File: config.mk
export PLATFORM = sky130hd
export DESIGN_NAME = smram_xlat
export DESIGN_NICKNAME = d
export VERILOG_FILES = /design/src/rtl/smram_xlat_pkg.sv /design/src/rtl/smram_smm_sync.sv /design/src/rtl/smram_region_dec.sv /design/src/rtl/smram_err_flag.sv /design/src/rtl/smram_xlat.sv
export SDC_FILE = /design/constraint.sdc
export NUM_CORES = 1
export LEC_CHECK = 0
export ABC_AREA = 1
export ABC_CLOCK_PERIOD_IN_PS = 1770
export BUFFER_PORTS_ARGS = -buffer_cell sky130_fd_sc_hd__buf_4
export CELL_PAD_IN_SITES_DETAIL_PLACEMENT = 0
export CELL_PAD_IN_SITES_GLOBAL_PLACEMENT = 1
export CORE_MARGIN = 5
export CORE_UTILIZATION = 38
export CTS_CLUSTER_SIZE = 24
export DETAILED_ROUTE_END_ITERATION = 10
export PLACE_DENSITY = 0.91
export SETUP_SLACK_MARGIN = 0.1
export SLEW_MARGIN = 15
export SYNTH_ARGS = -nofsm -noshare
export SYNTH_HDL_FRONTEND = slang
export SYNTH_HIERARCHICAL = 1
export SYNTH_SLANG_ARGS = --single-unit
File: constraint.sdc
create_clock -name clk_i -period 1.77 [get_ports clk_i]
set_input_delay 0.0885 -clock clk_i [delete_from_list [all_inputs] [get_ports clk_i]]
set_output_delay 0.0885 -clock clk_i [all_outputs]
set_load 0.005 [all_outputs]
File: src/rtl/smram_xlat_pkg.sv
package smram_xlat_pkg;
  typedef enum logic [1:0] {
    RT_NONE = 2'd0,
    RT_DRAM = 2'd1,
    RT_PCI  = 2'd2
  } route_e;

  localparam int unsigned SEG_LSB    = 16;   // 64 KB slice index
  localparam int unsigned RSV_MIN_B  = 17;   // log2(128 KB)
  localparam logic [3:0]  SEG_FIRST  = 4'hA;
  localparam logic [3:0]  SEG_C      = 4'hC;
endpackage

File: src/rtl/smram_smm_sync.sv
module smram_smm_sync (
  input  logic clk_i,
  input  logic rst_ni,
  input  logic smm_act_ni,
  output logic smm_o
);
  always_ff @(posedge clk_i or negedge rst_ni) begin
    if (!rst_ni) smm_o <= 1'b0;
    else         smm_o <= ~smm_act_ni;
  end
endmodule

File: src/rtl/smram_region_dec.sv
module smram_region_dec
  import smram_xlat_pkg::*;
#(
  parameter int unsigned    AW         = 32,
  parameter logic [AW-1:0]  ALIAS_BASE = AW'(32'h1000_0000)
) (
  input  logic [AW-1:0] addr_i,
  input  logic          smm_i,
  input  logic          open_i,
  input  logic          glob_en_i,
  input  logic          hi_en_i,
  input  logic          rsv_en_i,
  input  logic [1:0]    rsv_size_i,
  input  logic [AW-1:0] mem_top_i,
  input  logic [2:0]    shadow_i,
  input  logic          f_resume_i,
  output route_e        route_o,
  output logic [AW-1:0] xlat_o,
  output logic          err_o
);
  localparam logic [AW-1:0] LEG_LO  = AW'(32'h000A_0000);
  localparam logic [AW-1:0] LEG_HI  = AW'(32'h0010_0000);
  localparam logic [AW-1:0] RSV_MIN = AW'(1) << RSV_MIN_B;

  logic [AW-1:0] rsv_bytes, rsv_base, off;
  logic          above, leg_on, rsv_on, in_leg, in_rsv, in_main, seg_ok, allowed;
  logic [3:0]    seg;
  logic [2:0]    cde_ok;

  assign rsv_bytes = RSV_MIN << rsv_size_i;
  assign rsv_base  = mem_top_i - rsv_bytes;
  assign off       = addr_i - ALIAS_BASE;
  assign above     = addr_i >= ALIAS_BASE;
  assign seg       = off[SEG_LSB+3:SEG_LSB];
  assign leg_on    = glob_en_i & hi_en_i;
  assign rsv_on    = glob_en_i & rsv_en_i;
  assign allowed   = smm_i | open_i;

  for (genvar g = 0; g < 3; g++) begin : g_cde
    assign cde_ok[g] = leg_on & ~shadow_i[g];
  end

  always_comb begin
    unique case (seg)
      4'hA, 4'hB:       seg_ok = leg_on;
      4'hC, 4'hD, 4'hE: seg_ok = cde_ok[2'(seg - SEG_C)];
      4'hF:             seg_ok = leg_on & f_resume_i;
      default:          seg_ok = 1'b0;
    endcase
  end

  assign in_leg  = above && off >= LEG_LO && off < LEG_HI && seg_ok;
  assign in_rsv  = rsv_on && above && off >= rsv_base && off < mem_top_i;
  assign in_main = (addr_i < mem_top_i) && !(rsv_on && addr_i >= rsv_base);

  always_comb begin
    route_o = RT_PCI;
    xlat_o  = '0;
    err_o   = 1'b0;
    if (in_leg || in_rsv) begin
      if (allowed) begin
        route_o = RT_DRAM;
        xlat_o  = off;
      end else begin
        err_o = 1'b1;
      end
    end else if (in_main) begin
      route_o = RT_DRAM;
      xlat_o  = addr_i;
    end
  end
endmodule

File: src/rtl/smram_err_flag.sv
module smram_err_flag (
  input  logic clk_i,
  input  logic rst_ni,
  input  logic set_i,
  input  logic clr_i,
  output logic err_o
);
  always_ff @(posedge clk_i or negedge rst_ni) begin
    if (!rst_ni)    err_o <= 1'b0;
    else if (set_i) err_o <= 1'b1;
    else if (clr_i) err_o <= 1'b0;
  end

  assert_hold_R8: assert property (@(posedge clk_i) disable iff (!rst_ni)
    (err_o && !clr_i) |=> err_o);
  assert_set_wins_R8: assert property (@(posedge clk_i) disable iff (!rst_ni)
    set_i |=> err_o);
  assert_clear_R8: assert property (@(posedge clk_i) disable iff (!rst_ni)
    (clr_i && !set_i) |=> !err_o);
endmodule

File: src/rtl/smram_xlat.sv
module smram_xlat
  import smram_xlat_pkg::*;
#(
  parameter int unsigned    AW         = 32,
  parameter logic [AW-1:0]  ALIAS_BASE = AW'(32'h1000_0000)
) (
  input  logic          clk_i,
  input  logic          rst_ni,
  input  logic          valid_i,
  input  logic [AW-1:0] addr_i,
  input  logic          smm_act_ni,
  input  logic          open_i,
  input  logic          glob_en_i,
  input  logic          hi_en_i,
  input  logic          rsv_en_i,
  input  logic [1:0]    rsv_size_i,
  input  logic [AW-1:0] mem_top_i,
  input  logic [2:0]    shadow_i,
  input  logic          f_resume_i,
  input  logic          err_clr_i,
  output logic          dram_hit_o,
  output logic [AW-1:0] dram_addr_o,
  output logic          pci_fwd_o,
  output logic          err_o
);
  logic          smm_q, dec_err;
  route_e        route;
  logic [AW-1:0] xlat;

  smram_smm_sync u_sync (
    .clk_i, .rst_ni, .smm_act_ni, .smm_o(smm_q)
  );

  smram_region_dec #(.AW(AW), .ALIAS_BASE(ALIAS_BASE)) u_dec (
    .addr_i, .smm_i(smm_q), .open_i, .glob_en_i, .hi_en_i, .rsv_en_i,
    .rsv_size_i, .mem_top_i, .shadow_i, .f_resume_i,
    .route_o(route), .xlat_o(xlat), .err_o(dec_err)
  );

  smram_err_flag u_err (
    .clk_i, .rst_ni, .set_i(valid_i & dec_err), .clr_i(err_clr_i), .err_o
  );

  always_ff @(posedge clk_i or negedge rst_ni) begin
    if (!rst_ni) begin
      dram_hit_o  <= 1'b0;
      pci_fwd_o   <= 1'b0;
      dram_addr_o <= '0;
    end else if (valid_i) begin
      dram_hit_o  <= (route == RT_DRAM);
      pci_fwd_o   <= (route != RT_DRAM);
      dram_addr_o <= (route == RT_DRAM) ? xlat : '0;
    end else begin
      dram_hit_o  <= 1'b0;
      pci_fwd_o   <= 1'b0;
      dram_addr_o <= '0;
    end
  end

  assert_excl_R11: assert property (@(posedge clk_i) disable iff (!rst_ni)
    !(dram_hit_o && pci_fwd_o));
  assert_idle_R11: assert property (@(posedge clk_i) disable iff (!rst_ni)
    !valid_i |=> (!dram_hit_o && !pci_fwd_o && dram_addr_o == '0));
  assert_answer_R11: assert property (@(posedge clk_i) disable iff (!rst_ni)
    valid_i |=> (dram_hit_o || pci_fwd_o));
  assert_refuse_R7: assert property (@(posedge clk_i) disable iff (!rst_ni)
    (valid_i && dec_err) |=> (pci_fwd_o && err_o));
  assert_xlat_below_alias_R1: assert property (@(posedge clk_i) disable iff (!rst_ni)
    dram_hit_o |-> (dram_addr_o < ALIAS_BASE));
endmodule

==> flow_summary_export.csv <==
group,metric,value,unit
setup_path,crit_arrival,3.13,ns
final_layout,nFillCells,1210,
clock_network,cts_htree_levels,2,
clock_network,cts_root_buffer,"sky130_fd_sc_hd__clkbuf_16",
clock_network,clk_transition_reported_paths,0.05,ns
clock_network,tritoncts.num_buffers,5,
worst_hold_path,min_path_type,"in -> reg",
setup_path,cp_slowest_cell,"sky130_fd_sc_hd__ha_1",
drt,antenna_violating_nets_post_route,0,
synth,postSynthNetCount,910,
placed_design,pre_cts_setup_slack,-1.596,ns
grt,first_global_vias,4930,
synth,netlist_instances,754,
grt,grt_start_max_net_pins,37,
synth,postSynthRegisterBits,36,
placed_design,dp.final_hpwl,11.26,mm
drt,drc_errors,0,
synth,syn_area_per_cell,6.364,um^2
power,static-leakage-power,0.004159,uW
timing,fmaxAchievable,0.3434,GHz
setup_path,worstPathRequired,1.98,ns
setup_path,critPathBufInv,10,
final_layout,design.final.nets,1138,
grt,grt_first_pass_wirelength,22.20,mm
timing,worst_slack,-1.142,ns
synth,yosys.cell_types.count,38,
final_layout,antenna_cells,0,
final_layout,post_synthesis_to_final_layout_area_growth,52.88,%
grt,global_route.usage.total,18.02,%
timing,timing.slew.headroom,71.84,%
worst_hold_path,timing.hold.worst.start,"err_clr_i",
synth,postSynth.asyncResetShare,100.0,%
floorplanning,placementRows,41,
floorplanning,dieWidth,122.4,um
clock_network,numClockSinks,36,
timing,fin_skew,0.003559,ns
grt,grt_antenna_before_repair,0,
setup_path,critical_path.most_common_cell,"sky130_fd_sc_hd__nand2_1",
clock_network,tritoncts,"built",
timing,report.final.slew_viol_count,0,
clock_network,worstSkewPairLatency,0.27,ns
power,power_density,474.0,nW/um^2
drt,num_vias,5093,
setup_path,crit_type,"in -> reg",
floorplanning,coreArea,12520,um^2
grt,globalRouteOverflowTotal,0,
placed_design,port-buffer-count,113,
drt,drt_wl_total,13.61,mm
flow_run,drv.max_cap_violation_count,0,
timing,grt_setup_unrepaired,"yes",
floorplanning,die_ar,14970,um^2
status,violations,"negative setup slack",
setup_path,cp_slowest_stage_delay,0.30,ns
power,ir_drop,0.0003193,V
clock_network,clock_tree.buffer_depth,2,
drt,dr.first_iter.drc_count,206,
floorplanning,floorplan.die.height,122.4,um
synth,dominantRegCellSynth,"sky130_fd_sc_hd__dfrtp_1",
setup_path,critical-path-top-delay-family,"simple AND/OR/NAND/NOR gates",
timing,tightest_slew,0.4224,ns
setup_path,regToRegStartpoint,"u_sync/smm_o",
timing,fin_crit,2.912,ns
setup_path,type_of_origin_of_the_critical_path,"primary input",
timing,period_share,164.5,%
timing,hold_vio_cnt_final,0,
synth,synthesis.yosys.warnings,6,
placed_design,gpl.final_weighted_congestion,0.9083,
floorplanning,ios,114,
final_layout,final_layout_size_suffix_gt1_share,36.83,%
drt,detail_route.wl_per_cell,11.79,um
drt,drt_first_pass_iters,6,
synth,post_synth_instance_area,4798,um^2
setup_path,startpoint,"rsv_size_i[0]",
floorplanning,initial_core_util,38.33,%
synth,edff_count_synth,0,
setup_path,end_kind,"register",
timing,worst_hold_slack,0.05449,ns
status,status,"finished with violations",
setup_path,worst-path-max-fanout,3,
drt,viasPerCell,4.410,
timing,setup_viol_count_final,35,
synth,synth_sequential_area_ratio,18.77,%
routing by layer:
layer / track usage [%] / vias up / part of all wire [%]
li1: - / 2744 / -
met3: 1.336 / 25 / 3.4
met4: 6.508 / 0 / 2.5
met1: 22.96 / 2237 / 44
met5: 0 / - / 0
met2: 31.95 / 87 / 51
worst paths after layout:
| kind | endpoint | slack (ns) | depth (start not counted) |
|---|---|---|---|
| setup / recovery | u_err/err_o | -1.14 | 30 |
| hold / removal | u_err/err_o | 0.05 | 4 |
| setup reg to reg | dram_addr_o[14] | 0.34 | 7 |
| hold reg to reg | u_err/err_o | 0.48 | 2 |
| max in group asynchronous | dram_addr_o[30] | 1.17 | 2 |
| min in group asynchronous | dram_addr_o[4] | 0.30 | 2 |
Yosys cell counts (all sizes together), types with 3 or more instances:
library cell / instances / area (um^2)
a21o: 4 / 30.03
nor3: 6 / 40.04
nor2: 154 / 663.1
o21a: 4 / 30.03
xor2: 13 / 121.4
ha: 77 / 963.4
nand2: 209 / 829.5
clkbuf: 3 / 11.26
nand4: 8 / 50.05
buf: 13 / 132.6
nand3: 20 / 122.6
inv: 149 / 559.3
a21oi: 39 / 214.0
o21ai: 8 / 40.04
dfrtp: 36 / 900.9
cells in the final DEF (no fill, tap or decap), drive strengths merged:
cell type	synthesis	layout
nor2	154	154
a21o	4	4
nand4	8	8
and3	2	2
dlygate4sd3	0	2
nand2	209	209
xnor2	2	2
ha	77	77
o21ai	8	8
a21oi	39	39
nand3b	1	1
buf	13	232
inv	149	149
dfrtp	36	36
nor3	6	6
clkbuf	3	10
a21boi	1	1
nor3b	1	1
a31oi	1	1
o211ai	1	1
nand3	20	21
xor2	13	13
o21a	4	4
o21bai	2	2
timing repair:
| item | 4_1_cts | 5_1_grt |
|---|---|---|
| cloned | 2 | 2 |
| setup buffers | 10 | 1 |
| pin swaps | 27 | 30 |
| hold buffers | 2 | 0 |
| gates resized for setup | 48 | 48 |
| endpoints found under the setup margin | 35 | 35 |
| hold endpoints to repair | 37 | 0 |
sequential cells by signal, indices dropped and copies added, names as in the netlist:
| name | count |
|---|---|
| dram_addr_o | 32 |
| dram_hit_o | 1 |
| pci_fwd_o | 1 |
| u_err/err_o | 1 |
| u_sync/smm_o | 1 |
where the power goes:
part,total (uW),internal (uW),switching (uW)
Clock,845,560,286
Combinational,1760,833,922
Sequential,876,865,11.8
cells by family (layout without fill, tap and decap cells):
kind of cell | Yosys count | after routing | synth area share [%]
and+or+nand+nor | 401 | 402 | 36.22
AOI/OAI and AO/OA | 60 | 60 | 7.380
DFF | 36 | 36 | 18.77
xor gates and xnor gates | 15 | 15 | 2.895
buffers and inverters | 165 | 393 | 14.65
adders and majority gates | 77 | 77 | 20.08
tightest hold or removal path: stages:
cell	delay [ns]
sky130_fd_sc_hd__buf_4	0.08
sky130_fd_sc_hd__inv_1	0.03
sky130_fd_sc_hd__nand2_1	0.05
sky130_fd_sc_hd__nand2_1	0.05
stage by stage:
step | util, % | area [um^2] | power (uW) | setup TNS (ns) | instances
floorplan | - | 4908 | 1776 | -43.80 | 754
global placement | 53.59 | 6708 | 2411 | -49.87 | 1133
detailed placement | 53.59 | 6708 | 2432 | -53.96 | 1133
CTS | 57.47 | 7193 | 3434 | -38.92 | 1155
global route | 58.61 | 7336 | 3745 | -45.48 | 1155
finish | 58.61 | 7336 | 3477 | -36.80 | 1155
area by class of cell:
cell class                      instances  area [um^2]  area share (%)
Multi-Input combinational cell        554         3538           48.23
Sequential cell                        36        900.9           12.28
Clock buffer                            8        146.4           1.996
Tap cell                              172        215.2           2.934
Timing Repair Buffer                  236         1961           26.73
Inverter                              149        574.3           7.829
Power figures use the tool's default switching activity.
